$ cat src/rtl/tdm_sel_pkg.sv
package tdm_sel_pkg;
  localparam int unsigned DEF_SLOT_W    = 6;
  localparam int unsigned DEF_BOFF_W    = 3;
  localparam int unsigned DEF_SLOT_BITS = 8;
  localparam int unsigned DEF_SYNC      = 2;

  typedef enum logic {EDGE_RISE = 1'b0, EDGE_FALL = 1'b1} edge_sel_e;
endpackage

$ cat src/rtl/tdm_edge_sync.sv
module tdm_edge_sync
  import tdm_sel_pkg::*;
#(
  parameter int unsigned STAGES = DEF_SYNC
) (
  input  logic clk,
  input  logic rst_n,
  input  logic hwy_clk_i,
  input  logic fs_i,
  input  logic dat_i,
  input  logic inv_i,
  output logic edge_o,
  output logic fs_o,
  output logic dat_o
);
  logic [STAGES:0]   clk_sh;
  logic [STAGES-1:0] fs_sh;
  logic [STAGES-1:0] dat_sh;

  always_ff @(posedge clk or negedge rst_n) begin
    if (!rst_n) begin
      clk_sh <= '0;
      fs_sh  <= '0;
      dat_sh <= '0;
    end else begin
      clk_sh <= {clk_sh[STAGES-1:0], hwy_clk_i};
      fs_sh  <= {fs_sh[STAGES-2:0], fs_i};
      dat_sh <= {dat_sh[STAGES-2:0], dat_i};
    end
  end

  logic cur_lvl, old_lvl;
  assign cur_lvl = clk_sh[STAGES-1];
  assign old_lvl = clk_sh[STAGES];

  always_comb begin
    if (edge_sel_e'(inv_i) == EDGE_FALL) edge_o = old_lvl & ~cur_lvl;
    else                                 edge_o = ~old_lvl & cur_lvl;
  end
  assign fs_o  = fs_sh[STAGES-1];
  assign dat_o = dat_sh[STAGES-1];

  // a detected edge is a single-cycle event
  a_r5_edge_single: assert property (@(posedge clk) disable iff (!rst_n)
    edge_o |=> !edge_o);
endmodule

$ cat src/rtl/tdm_slot_engine.sv
module tdm_slot_engine
  import tdm_sel_pkg::*;
#(
  parameter int unsigned SLOT_W    = DEF_SLOT_W,
  parameter int unsigned BOFF_W    = DEF_BOFF_W,
  parameter int unsigned SLOT_BITS = DEF_SLOT_BITS
) (
  input  logic                 clk,
  input  logic                 rst_n,
  input  logic                 edge_i,
  input  logic                 fs_act_i,
  input  logic                 hwy_en_i,
  input  logic [SLOT_W-1:0]    slot_i,
  input  logic [BOFF_W-1:0]    boff_i,
  input  logic [SLOT_BITS-1:0] mask_i,
  output logic                 tick_o,
  output logic                 sel_o,
  output logic                 active_o
);
  localparam int unsigned IDX_W = $clog2(SLOT_BITS);
  localparam int unsigned POS_W = SLOT_W + IDX_W + 1;
  localparam logic [POS_W-1:0] POS_MAX = '1;

  logic [POS_W-1:0] pos_q, pos_nxt, start, rel;
  logic             in_slot;
  logic [IDX_W-1:0] idx;

  assign start = POS_W'({slot_i, {IDX_W{1'b0}}}) + POS_W'(boff_i);

  always_comb begin
    if (fs_act_i)              pos_nxt = '0;
    else if (pos_q == POS_MAX) pos_nxt = pos_q;
    else                       pos_nxt = pos_q + 1'b1;
    rel     = pos_nxt - start;
    in_slot = (pos_nxt >= start) && (rel < POS_W'(SLOT_BITS));
    idx     = rel[IDX_W-1:0];
  end

  always_ff @(posedge clk or negedge rst_n) begin
    if (!rst_n) begin
      pos_q    <= POS_MAX;
      tick_o   <= 1'b0;
      sel_o    <= 1'b0;
      active_o <= 1'b0;
    end else begin
      tick_o <= edge_i;
      if (edge_i) begin
        pos_q    <= pos_nxt;
        active_o <= !hwy_en_i || in_slot;
        sel_o    <= !hwy_en_i || (in_slot && mask_i[idx]);
      end
    end
  end

  // bit ticks are single-cycle pulses
  a_r6_tick_single: assert property (@(posedge clk) disable iff (!rst_n)
    tick_o |=> !tick_o);
  // a frame-sync edge restarts the position count
  a_r1_fs_restart: assert property (@(posedge clk) disable iff (!rst_n)
    (edge_i && fs_act_i) |=> (pos_q == '0));
endmodule

$ cat src/rtl/tdm_slot_select.sv
module tdm_slot_select
  import tdm_sel_pkg::*;
#(
  parameter int unsigned SLOT_W      = DEF_SLOT_W,
  parameter int unsigned BOFF_W      = DEF_BOFF_W,
  parameter int unsigned SLOT_BITS   = DEF_SLOT_BITS,
  parameter int unsigned SYNC_STAGES = DEF_SYNC
) (
  input  logic                 clk,
  input  logic                 rst_n,
  input  logic                 hwy_en,
  input  logic                 fs_pol,
  input  logic                 fsync,
  input  logic                 tx_hwy_clk,
  input  logic                 tx_clk_inv,
  input  logic [SLOT_W-1:0]    tx_slot,
  input  logic [BOFF_W-1:0]    tx_bit_off,
  input  logic [SLOT_BITS-1:0] tx_mask,
  input  logic                 tx_bit,
  input  logic                 tx_valid,
  output logic                 tx_ready,
  output logic                 hwy_dx,
  output logic                 hwy_dx_oe,
  output logic                 tx_slot_active,
  input  logic                 rx_hwy_clk,
  input  logic                 rx_clk_inv,
  input  logic [SLOT_W-1:0]    rx_slot,
  input  logic [BOFF_W-1:0]    rx_bit_off,
  input  logic [SLOT_BITS-1:0] rx_mask,
  input  logic                 hwy_dr,
  output logic                 rx_bit,
  output logic                 rx_valid
);
  logic tx_edge, tx_fs, tx_dat_unused, rx_edge, rx_fs, rx_dat;
  logic tx_tick, tx_sel, rx_tick, rx_sel, rx_active_unused, rx_dat_q;

  tdm_edge_sync #(.STAGES(SYNC_STAGES)) u_tx_sync (
    .clk(clk), .rst_n(rst_n), .hwy_clk_i(tx_hwy_clk), .fs_i(fsync),
    .dat_i(1'b0), .inv_i(tx_clk_inv), .edge_o(tx_edge), .fs_o(tx_fs),
    .dat_o(tx_dat_unused));

  tdm_edge_sync #(.STAGES(SYNC_STAGES)) u_rx_sync (
    .clk(clk), .rst_n(rst_n), .hwy_clk_i(rx_hwy_clk), .fs_i(fsync),
    .dat_i(hwy_dr), .inv_i(rx_clk_inv), .edge_o(rx_edge), .fs_o(rx_fs),
    .dat_o(rx_dat));

  tdm_slot_engine #(.SLOT_W(SLOT_W), .BOFF_W(BOFF_W), .SLOT_BITS(SLOT_BITS)) u_tx_eng (
    .clk(clk), .rst_n(rst_n), .edge_i(tx_edge), .fs_act_i(tx_fs == fs_pol),
    .hwy_en_i(hwy_en), .slot_i(tx_slot), .boff_i(tx_bit_off), .mask_i(tx_mask),
    .tick_o(tx_tick), .sel_o(tx_sel), .active_o(tx_slot_active));

  tdm_slot_engine #(.SLOT_W(SLOT_W), .BOFF_W(BOFF_W), .SLOT_BITS(SLOT_BITS)) u_rx_eng (
    .clk(clk), .rst_n(rst_n), .edge_i(rx_edge), .fs_act_i(rx_fs == fs_pol),
    .hwy_en_i(hwy_en), .slot_i(rx_slot), .boff_i(rx_bit_off), .mask_i(rx_mask),
    .tick_o(rx_tick), .sel_o(rx_sel), .active_o(rx_active_unused));

  assign tx_ready = tx_tick & tx_sel;

  always_ff @(posedge clk or negedge rst_n) begin
    if (!rst_n) begin
      hwy_dx    <= 1'b1;
      hwy_dx_oe <= 1'b0;
      rx_dat_q  <= 1'b0;
      rx_bit    <= 1'b0;
      rx_valid  <= 1'b0;
    end else begin
      if (tx_tick) begin
        hwy_dx    <= tx_sel ? (tx_valid ? tx_bit : 1'b1) : 1'b1;
        hwy_dx_oe <= tx_sel;
      end
      if (rx_edge) rx_dat_q <= rx_dat;
      rx_valid <= rx_tick & rx_sel;
      if (rx_tick && rx_sel) rx_bit <= rx_dat_q;
    end
  end

  // transmit ready only ever inside the transmit slot
  a_r6_ready_in_slot: assert property (@(posedge clk) disable iff (!rst_n)
    tx_ready |-> tx_slot_active);
  // the line idles high whenever it is not driven
  a_r7_idle_high: assert property (@(posedge clk) disable iff (!rst_n)
    !hwy_dx_oe |-> hwy_dx);
  // one receive strobe per enabled bit
  a_r8_rx_single: assert property (@(posedge clk) disable iff (!rst_n)
    rx_valid |=> !rx_valid);
endmodule

$ cat config.mk
export PLATFORM = sky130hd
export DESIGN_NAME = tdm_slot_select
export DESIGN_NICKNAME = d
export VERILOG_FILES = /design/src/rtl/tdm_sel_pkg.sv /design/src/rtl/tdm_edge_sync.sv /design/src/rtl/tdm_slot_engine.sv /design/src/rtl/tdm_slot_select.sv
export SDC_FILE = /design/constraint.sdc
export NUM_CORES = 1
export LEC_CHECK = 0
export BUFFER_PORTS_ARGS = -buffer_cell sky130_fd_sc_hd__buf_2
export CORE_ASPECT_RATIO = 0.8
export CORE_MARGIN = 4
export CORE_UTILIZATION = 55
export DETAILED_ROUTE_END_ITERATION = 10
export PLACE_DENSITY = 0.79
export SETUP_SLACK_MARGIN = 0.1
export SLEW_MARGIN = 25
export SYNTH_ARGS = -nofsm -noshare
export SYNTH_HDL_FRONTEND = slang
export SYNTH_SLANG_ARGS = --single-unit
$ cat constraint.sdc
create_clock -name clk -period 4.05 [get_ports clk]
set_input_delay 0.81 -clock clk [delete_from_list [all_inputs] [get_ports clk]]
set_output_delay 0.81 -clock clk [all_outputs]
set_load 0.05 [all_outputs]
==> summary.md, run 1 <==
| Metric | Value |
|---|---|
| Status | `complete, no violations` |
| Final Hold Fails | `0` |
| Critical Path Source Type | `flop` |
| Lkg Pwr | `1.51 nW` |
| Met3 track demand over resource | `4.50%` |
| DRC viols | `0` |
| Finish-stage setup viols | `0` |
| Fmax | `about 0.27 GHz` |
| Worst reg-to-reg path cell count | `13` |
| Critical Path RT | `about 4.3 ns` |
| WL/cell | `14.9 um` |
| Vias in the first global route | `2,405` |
| Endpoint class of the critical path | `flop` |
| Core area | `5090 um^2` |
| CTS tree | `yes` |
| Synthesized net count | `roughly 400` |
| Die Width | `89.9 um` |
| Vias per inst | `~5.8` |
| Worst path arrival time | `about 3.9 ns` |
| Sequential power share | `approximately 43%` |
| RSZ-0062 raised after global routing | `no` |
| Clk_skew | `0.00483 ns` |
| Clk pwr share | `a little over a fifth` |
| Critical path fanouts, max | `7` |
| Slew @ Worst Pin | `0.851 ns` |
| Setup TNS Final | `0 ns` |
| PD cells | `342 nW/um^2` |
| Setup CP Type | `reg2reg` |
| Hold depth | `0` |
| Initial Util | `57.9%` |
| Pint | `0.000747 W` |
| Comb power frac | `35.8%` |
| Vias | `2,547` |
| Min-delay worst type | `reg2reg` |
| Register area share after synthesis | `34.8%` |
| # diodes | `0` |
| Fin crit share | `91.0%` |
| Mapped cell area | `between 2000 and 3000 um^2` |
| Initial antenna violation count | `0` |
| Starting DRT DRC Count | `189` |
| Final hold slack | `roughly 0.36 ns` |
| Clock-pin slew on the worst setup and hold paths | `0.08 ns` |
| Clk buf depth | `2` |
| Largest net degree at the start of global routing | `41` |
| Std-Cell Rows | `23` |
| Met2 GRT Util | `around a third` |
| CTS Sinks | `40` |
| Share of layout cells above drive strength 1 | `29.0%` |
| Global-route wire length before repair | `approximately 11,000 um` |
| Max VDD drop | `0.000363 V` |
| Clock latency on the worst-skew pair | `0.29 ns` |
| Ys Warns | `0` |
| Max cap viols | `0` |
| Max-slew headroom | `43.2%` |
| Psw | `0.000399 W` |
| Final Wtd Congestion | `0.893` |
| Slew Viols, Final | `0` |
| Met1 usage | `26.2%` |
| Global route total overflow | `0` |
| Die Area | `6610 um^2` |
| Hold buffers post-CTS | `0` |
| Chip Height | `73.5 um` |
| Final ANT Viol Nets | `0` |
| Post-detail-place hpwl | `~5000 um` |
| H-tree levels | `2` |
| Synth unique cells | `55` |
| DRT Pass-1 Iters | `4` |
| Area Growth Syn to Fin | `13.6%` |
| WL final | `~6500 um` |
| Post-layout util | `65.8%` |
| Root Buffer | `clkbuf_8` |
| Tmin final | `~3.7 ns` |
| Final net count | `between 400 and 500` |
| Asr flop ratio synth | `100%` |
| Synthesized flop and latch total | `40` |
| Number of port buffers | `51` |
| Post-synth EDFFs | `0` |
| Busiest grt layer | `met2` |
| Top_reg_cell synth | `dfstp_2` |
| Syn_area_per_cell | `9.13 um^2` |
| Total Routing Usage GR | `20.0%` |
| IO Pins | `52` |
| Switching share of power | `34.8%` |
| Synth Instances | `around 320` |
| CTS Buf Count | `5` |
synthesized netlist by cell type, drive strengths merged (2+ instances only):
master | instances | share of area (%)
nand2 | 42 | 5.3
nor2 | 31 | 3.9
inv | 27 | 3.4
dfstp | 21 | 19
ha | 20 | 8.5
dfrtp | 19 | 16
a21oi | 18 | 3.4
o21ai | 18 | 3.2
xnor2 | 13 | 3.9
mux2 | 10 | 3.8
mux2i | 9 | 3.1
nand3 | 8 | 1.5
nand4 | 7 | 1.7
o31ai | 7 | 1.8
xor2 | 7 | 2.1
a31oi | 5 | 1.1
clkbuf | 5 | 0.68
nor4 | 5 | 1.3
and2 | 4 | 0.85
and3 | 4 | 1.2
mux4 | 4 | 3.1
o21a | 4 | 1.0
nor3 | 3 | 0.68
o211ai | 3 | 0.76
a211oi | 2 | 0.51
and4 | 2 | 0.64
buf | 2 | 0.51
fa | 2 | 1.4
nand2b | 2 | 0.42
nor2b | 2 | 0.42
o2111ai | 2 | 0.59
o21bai | 2 | 0.51
o311ai | 2 | 0.59
o41ai | 2 | 0.59
timing repair:
action	4_1_cts	5_1_grt
setup endpoints to repair	0	2
resized for setup	0	2
buffers inserted	0	0
sequential cells by signal (all words and copies together) (netlist names):
signal	cells
u_rx_eng.pos_q	10
u_tx_eng.pos_q	10
u_rx_sync.clk_sh	3
u_tx_sync.clk_sh	3
u_rx_sync.dat_sh	2
u_rx_sync.fs_sh	2
hwy_dx	1
hwy_dx_oe	1
rx_bit	1
rx_dat_q	1
rx_valid	1
u_rx_eng.sel_o	1
u_rx_eng.tick_o	1
u_tx_eng.active_o	1
u_tx_eng.sel_o	1
u_tx_eng.tick_o	1
cell usage in the layout, fill, tap and decap left out, drive strengths merged, types with 5 or more instances in the layout:
cell type,count
buf,53
nand2,42
nor2,31
inv,27
dfstp,21
ha,20
dfrtp,19
a21oi,18
o21ai,18
xnor2,13
mux2,10
mux2i,9
nand3,8
xor2,7
o31ai,7
nand4,7
a31oi,5
clkbuf,5
nor4,5
worst paths after layout:
check / start / end / slack [ns]
setup / recovery: u_rx_eng.pos_q[1] / u_rx_eng.sel_o / 0.36
hold / removal: u_tx_sync.clk_sh[0] / u_tx_sync.clk_sh[1] / 0.36
setup reg to reg: u_rx_eng.pos_q[1] / u_rx_eng.sel_o / 0.36
hold reg to reg: u_tx_sync.clk_sh[0] / u_tx_sync.clk_sh[1] / 0.36
max in group asynchronous: rst_n / rx_bit / 2.89
min in group asynchronous: rst_n / u_rx_eng.sel_o / 0.63
area by class of cell:
class | instances | area (um^2)
clock inverter | 2 | 12.5
inverter | 28 | 105
tap | 62 | 77.6
sequential | 40 | 1030
clock buffer | 5 | 68.8
multi-input combinational | 248 | 1790
timing repair buffer | 53 | 270
fill | 418 | 1740
worst max-delay path, stage by stage, from the launching register on:
cell and delay (ns):
dfstp_2 0.56, ha_1 0.15, and2_1 0.27, nand4_2 0.25
mux2i_1 0.17, nor2_1 0.28, ha_1 0.32, nor2b_1 0.16
o31a_2 0.33, nor4_1 0.34, o31ai_1 0.14, a21oi_1 0.16
mux2_2 0.36, o21ai_2 0.12
metrics by stage:
stage | cells | instance area, um^2 | setup WS, ns | total power (W)
floorplan | 323 | 2950 | 0.721 | 0.000790
global placement | 431 | 3260 | 0.506 | 0.000883
detailed placement | 431 | 3260 | 0.415 | 0.000896
CTS | 438 | 3340 | 0.378 | 0.00115
global route | 438 | 3350 | 0.0956 | 0.00122
finish | 438 | 3350 | 0.364 | 0.00115
power by group through the flow:
stage	Clock, W	Sequential [W]	Combinational (W)
6_report	0.000249	0.000488	0.000410
2_1_floorplan	0	0.000522	0.000267
4_1_cts	0.000258	0.000487	0.000407
5_1_grt	0.000278	0.000495	0.000450
3_5_place_dp	0	0.000493	0.000403
3_3_place_gp	0	0.000490	0.000393
logic make-up after synthesis:
| group | Yosys count | share of synthesized area (%) |
|---|---|---|
| simple gates | 111 | 18.2 |
| compound gates | 72 | 16.5 |
| flops | 40 | 34.8 |
| buf+inv | 35 | 4.75 |
| mux | 23 | 9.93 |
| fa+ha+maj | 22 | 9.84 |
| xor+xnor | 20 | 5.94 |
routing by layer:
layer | part of all wire, % | wire length, um
met5 | 0 | 0
met4 | 0.69 | 45
met3 | 5.8 | 375
met2 | 48 | 3100
met1 | 46 | 2980
No activity file was read; power rests on OpenSTA's default activity.
==> inputs of run 2 (changes only) <==
--- a/config.mk
+++ b/config.mk
@@ -10,7 +10,9 @@
 export CORE_MARGIN = 4
 export CORE_UTILIZATION = 55
 export DETAILED_ROUTE_END_ITERATION = 10
+export MAX_ROUTING_LAYER = met4
 export PLACE_DENSITY = 0.79
+export REMOVE_ABC_BUFFERS = 1
 export SETUP_SLACK_MARGIN = 0.1
 export SLEW_MARGIN = 25
 export SYNTH_ARGS = -nofsm -noshare
==> constraint.sdc (replaced) <==
create_clock -name clk -period 4.05 [get_ports clk]
set_input_delay 0.2025 -clock clk [delete_from_list [all_inputs] [get_ports clk]]
set_output_delay 0.2025 -clock clk [all_outputs]
set_load 0.05 [all_outputs]
==> summary.md, run 2 (synthesis results as in run 1) <==
| Metric | Value |
|---|---|
| Std-Cell Rows | `23` |
| Initial Util | `57.9%` |
| Setup TNS Final | `0 ns` |
| Worst path arrival time | `4.00 ns` |
| Fin crit share | `93.0%` |
| Post-detail-place hpwl | `5030 um` |
| CTS Buf Count | `5` |
| Core area | `a little over 5000 um^2` |
| Comb power frac | `32.6%` |
| WL/cell | `14.7 um` |
| Final Hold Fails | `0` |
| Total placed cells including tap cells | `431` |
| Slew Viols, Final | `0` |
| Endpoint class of the critical path | `flop` |
| Pint | `roughly 0.00083 W` |
| Vias | `2,567` |
| IO Pins | `52` |
| # diodes | `0` |
| Min-delay worst type | `in2async` |
| H-tree levels | `2` |
| CP Cell Sequence | `ha_1 -> and2_1 -> nand4_2 -> xnor2_1 -> nand2_1 -> ha_1 -> inv_1 -> fa_1 -> a21o_1 -> a21oi_4 -> nor4_1 -> a311o_1 -> nor4_1 -> o2111ai_1 -> o21ai_2` |
| Final hold slack | `between 0.005 and 0.006 ns` |
| Max-slew headroom | `43.3%` |
| Switching share of power | `32.6%` |
| Largest net degree at the start of global routing | `41` |
| Clk_skew | `0.00908 ns` |
| DRC viols | `0` |
| Initial antenna violation count | `0` |
| Status | `complete, no violations` |
| Most frequent cells in the layout | `buf_2, nand2_1, nor2_1, inv_1, dfstp_2` |
| Critical path fanouts, max | `7` |
| Share of layout cells above drive strength 1 | `29.1%` |
| Vias per inst | `a little under 6` |
| Met2 GRT Util | `33.5%` |
| Critical Path RT | `4.28 ns` |
| Critical Path Source Type | `flop` |
| Global route total overflow | `0` |
| Met3 track demand over resource | `3.99%` |
| Finish-stage setup viols | `0` |
| Starting DRT DRC Count | `130` |
| Largest regs | `u_rx_eng.pos_q (10), u_tx_eng.pos_q (10)` |
| Total Routing Usage GR | `20.8%` |
| Root Buffer | `clkbuf_8` |
| Final ANT Viol Nets | `0` |
| Fillers | `437` |
| Slowest CP cell | `dfstp_2` |
| Slowest stage delay, CP | `between 0.5 and 0.6 ns` |
| Psw | `between 0.0004 and 0.0005 W` |
| Fmax | `0.266 GHz` |
| Sequential power share | `39.3%` |
| CTS Sinks | `40` |
| Area Growth Syn to Fin | `15.4%` |
| Footprint of the multi-input gates | `1790 um^2` |
| RSZ-0062 raised after global routing | `no` |
| Commonest non-fill, non-tap cell in the layout | `buf_2` |
| Clk buf depth | `2` |
| Busiest grt layer | `met2` |
| Clock latency on the worst-skew pair | `0.30 ns` |
| PD cells | `~360 nW/um^2` |
| Final Wtd Congestion | `0.888` |
| WL final | `6480 um` |
| Die Area | `6610 um^2` |
| Clk pwr share | `between 20% and 30%` |
| Slew @ Worst Pin | `0.851 ns` |
| Die Width | `89.9 um` |
| DRT Pass-1 Iters | `5` |
| Clock-pin slew on the worst setup and hold paths | `0.08 ns` |
| Global-route wire length before repair | `10,900 um` |
| Reg area | `about 1000 um^2` |
| Max cap viols | `0` |
| Vias in the first global route | `2,468` |
| Final net count | `445` |
| Met1 usage | `27.7%` |
| Setup CP Type | `reg2reg` |
| Max VDD drop | `0.000281 V` |
| CTS tree | `yes` |
| Chip Height | `73.5 um` |
| Lkg Pwr | `1.54 nW` |
| Non-Filler Instances | `440` |
| Tmin final | `approximately 3.8 ns` |
| Number of port buffers | `51` |
run 2: changes by cell type in the layout (fill, tap and decap cells not counted):
cell,before,now
a21oi_1,16,17
a21oi_2,1,0
bufinv_16,0,1
clkbuf_8,5,6
clkinv_2,1,0
clkinv_4,0,1
clkinvlp_4,1,0
dlygate4sd3_1,0,1
nor4_1,4,3
nor4_2,1,2
run 2: path summary, 6_finish.rpt:
kind | start | to | slack, ns | cells past startpoint
setup / recovery | u_rx_eng.pos_q[1] | u_rx_eng.sel_o | 0.28 | 15
hold / removal | rst_n | rx_bit | 0.006 | 1
setup reg to reg | u_rx_eng.pos_q[1] | u_rx_eng.sel_o | 0.28 | 15
hold reg to reg | u_rx_sync.dat_sh[0] | u_rx_sync.dat_sh[1] | 0.36 | 0
max in group asynchronous | rst_n | u_tx_eng.sel_o | 3.51 | 1
min in group clk | hwy_dr | u_rx_sync.dat_sh[0] | 0.02 | 1
run 2: layout make-up:
type	count	share of cell area, %
Clock buffer	6	2.43
Clock inverter	2	1.14
Inverter	28	3.09
Multi-Input combinational cell	248	52.6
Sequential cell	40	30.2
Tap cell	62	2.28
Timing Repair Buffer	54	8.24
run 2: routing by layer:
layer,wire [um],vias up
met5,0,-
li1,-,1266
met2,3020,72
met3,306,6
met1,3100,1223
met4,44,0
run 2: power by group through the flow:
stage	sequential, W	combinational, W	clock, W
4_1_cts	0.000485	0.000402	0.000352
3_3_place_gp	0.000488	0.000386	0
6_report	0.000485	0.000403	0.000346
2_1_floorplan	0.000522	0.000264	0
3_5_place_dp	0.000492	0.000402	0
5_1_grt	0.000492	0.000447	0.000373
run 2: timing repair:
| item | CTS | global route |
|---|---|---|
| hold buffers | 0 | 1 |
| setup buffers | 0 | 0 |
| hold endpoints to repair | 0 | 1 |
| setup endpoints to repair | 0 | 2 |
| resized for setup | 0 | 2 |
run 2: worst max-delay path: cells and delay by family (launching register included):
family	cells	cell delay, ns
compound gates	5	1.05
flops	1	0.56
fa+ha+maj	3	0.74
xor+xnor	1	0.21
buf+inv	1	0.05
simple gates	5	1.09
run 2: metrics by stage:
step | instance area [um^2] | worst slack (ns) | util, % | power (W)
2_1_floorplan | 2910 | 0.761 | - | 0.000786
3_3_place_gp | 3260 | 0.468 | 64.0 | 0.000874
3_5_place_dp | 3260 | 0.387 | 64.0 | 0.000894
4_1_cts | 3380 | 0.352 | 66.4 | 0.00124
5_1_grt | 3400 | 0.0786 | 66.8 | 0.00131
6_report | 3400 | 0.285 | 66.8 | 0.00123
==> inputs of run 3 (changes only) <==
--- a/config.mk
+++ b/config.mk
@@ -6,12 +6,13 @@
 export NUM_CORES = 1
 export LEC_CHECK = 0
 export BUFFER_PORTS_ARGS = -buffer_cell sky130_fd_sc_hd__buf_2
-export CORE_ASPECT_RATIO = 0.8
+export CORE_ASPECT_RATIO = 1.5
 export CORE_MARGIN = 4
-export CORE_UTILIZATION = 55
+export CORE_UTILIZATION = 57
+export CTS_CLUSTER_DIAMETER = 100
 export DETAILED_ROUTE_END_ITERATION = 10
 export MAX_ROUTING_LAYER = met4
-export PLACE_DENSITY = 0.79
+export PLACE_DENSITY = 0.81
 export REMOVE_ABC_BUFFERS = 1
 export SETUP_SLACK_MARGIN = 0.1
 export SLEW_MARGIN = 25
==> summary.md, run 3 (synthesis results as in run 1) <==
| Metric | Value |
|---|---|
| Final net count | `445` |
| Fin crit share | `90.6%` |
| Max VDD drop | `0.000299 V` |
| IO Pins | `52` |
| Fin area | `3410 um^2` |
| Number of port buffers | `51` |
| Critical Path RT | `roughly 4.3 ns` |
| Clk_skew | `0.00525 ns` |
| Final Hold Fails | `0` |
| Slew Viols, Final | `0` |
| Max-slew headroom | `between 40% and 50%` |
| Area Growth Syn to Fin | `15.5%` |
| Chip Height | `approximately 96 um` |
| WL/cell | `13.7 um` |
| Critical path fanouts, max | `7` |
| RSZ-0062 raised after global routing | `no` |
| Global-route wire length before repair | `10,200 um` |
| Max cap viols | `0` |
| H-tree levels | `2` |
| DRC viols | `0` |
| CTS tree | `yes` |
| Final ANT Viol Nets | `0` |
| Worst path arrival time | `3.89 ns` |
| Clock-pin slew on the worst setup and hold paths | `0.08 ns` |
| Min-delay worst type | `in2async` |
| Commonest non-fill, non-tap cell in the layout | `buf_2` |
| Slew @ Worst Pin | `0.839 ns` |
| Fillers | `404` |
| Post-detail-place hpwl | `4920 um` |
| Status | `complete, no violations` |
| Vias per inst | `roughly 5.7` |
| Clk buf depth | `2` |
| Vias in the first global route | `2,487` |
| Most frequent cells in the layout | `buf_2, nand2_1, nor2_1, inv_1, dfstp_2` |
| Met3 track demand over resource | `approximately 2.6%` |
| Die Area | `6410 um^2` |
| Root Buffer | `clkbuf_8` |
| WL final | `6080 um` |
| Footprint of the multi-input gates | `approximately 1800 um^2` |
| CTS Sinks | `40` |
| Global route total overflow | `0` |
| Total Routing Usage GR | `a little over a fifth` |
| Tmin final | `3.67 ns` |
| Initial Util | `59.9%` |
| Share of layout cells above drive strength 1 | `28.6%` |
| Clock latency on the worst-skew pair | `around 0.29 ns` |
| Lkg Pwr | `about 1.5 nW` |
| # diodes | `0` |
| Largest net degree at the start of global routing | `41` |
| Finish-stage setup viols | `0` |
| PD cells | `360 nW/um^2` |
| Std-Cell Rows | `31` |
| Setup TNS Final | `0 ns` |
| DRT Pass-1 Iters | `4` |
| Busiest grt layer | `met2` |
| Initial antenna violation count | `0` |
| Final Wtd Congestion | `0.860` |
| Worst reg-to-reg path cell count | `15` |
| Placed cell area | `3270 um^2` |
| Critical Path Source Type | `flop` |
| Reg area | `1030 um^2` |
| CTS Buf Count | `5` |
| Endpoint class of the critical path | `flop` |
| Starting DRT DRC Count | `81` |
| Setup CP Type | `reg2reg` |
| Die Width | `66.7 um` |
| Largest regs | `u_rx_eng.pos_q (10), u_tx_eng.pos_q (10)` |
| Core area | `4930 um^2` |
| Met1 usage | `between 20% and 30%` |
| Fmax | `0.272 GHz` |
| Met2 GRT Util | `39.3%` |
| Vias | `around 2,500` |
[run 3: cell count changes in the layout (fill, tap and decap cells not counted)]
cell	delta
nand4_2	-1
nand4_4	+1
nor2_1	+1
nor2_2	-1
nor4_1	+1
nor4_2	-1
[run 3: area by class of cell]
type | instances | area share [%]
Tap cell | 66 | 2.42
Clock buffer | 6 | 2.42
Timing Repair Buffer | 54 | 8.23
Multi-Input combinational cell | 248 | 52.6
Inverter | 28 | 3.08
Clock inverter | 2 | 1.14
Sequential cell | 40 | 30.2
[run 3: final timing paths]
kind | end | start | slack [ns]
worst max-delay path | u_rx_eng.sel_o | u_rx_eng.pos_q[0] | 0.38
worst min-delay path | rx_valid | rst_n | 0.01
worst max register to register | u_rx_eng.sel_o | u_rx_eng.pos_q[0] | 0.38
worst min register to register | u_tx_sync.clk_sh[1] | u_tx_sync.clk_sh[0] | 0.35
max in group asynchronous | u_rx_sync.fs_sh[1] | rst_n | 3.51
min in group clk | u_rx_sync.fs_sh[0] | fsync | 0.02
[run 3: routing by layer]
metal / routed length, um / vias to the layer above
met4: 185 / 0
met5: 0 / -
met3: 215 / 15
met1: 2360 / 1168
met2: 3320 / 62
li1: - / 1267
[run 3: where the power goes]
part,switching (W),internal (W)
Clock,0.000137,0.000201
Combinational,0.000226,0.000175
Sequential,0.0000312,0.000454
Total,0.000394,0.000831
[run 3: repair_timing]
action	CTS	global route
hold buffers	0	1
endpoints found under the setup margin	0	1
buffers inserted	0	0
resized for setup	0	1
endpoints found under the hold margin	0	1
[run 3: worst max-delay path, cell delays in order, from the launching register on]
cell and delay [ns]:
dfstp_2 0.55, ha_1 0.16, and2_1 0.31, nand4_4 0.21, xnor2_1 0.17, nand2_1 0.09, ha_1 0.17, inv_1 0.05
fa_1 0.40, a21o_1 0.21, a21oi_4 0.22, nor4_1 0.07, a311o_1 0.28, nor4_1 0.36, o2111ai_1 0.20, o21ai_2 0.14
[run 3: through the flow]
step	worst slack [ns]	hold slack (ns)	util [%]	cells	total power [W]
after floorplan	0.761	-0.0931	-	316	0.000786
after global placement	0.407	0.310	66.3	435	0.000875
after detailed placement	0.337	0.312	66.3	435	0.000895
after CTS	0.323	0.00188	68.8	443	0.00124
after global routing	0.108	0.00845	69.2	444	0.00130
final	0.380	0.0100	69.2	444	0.00123
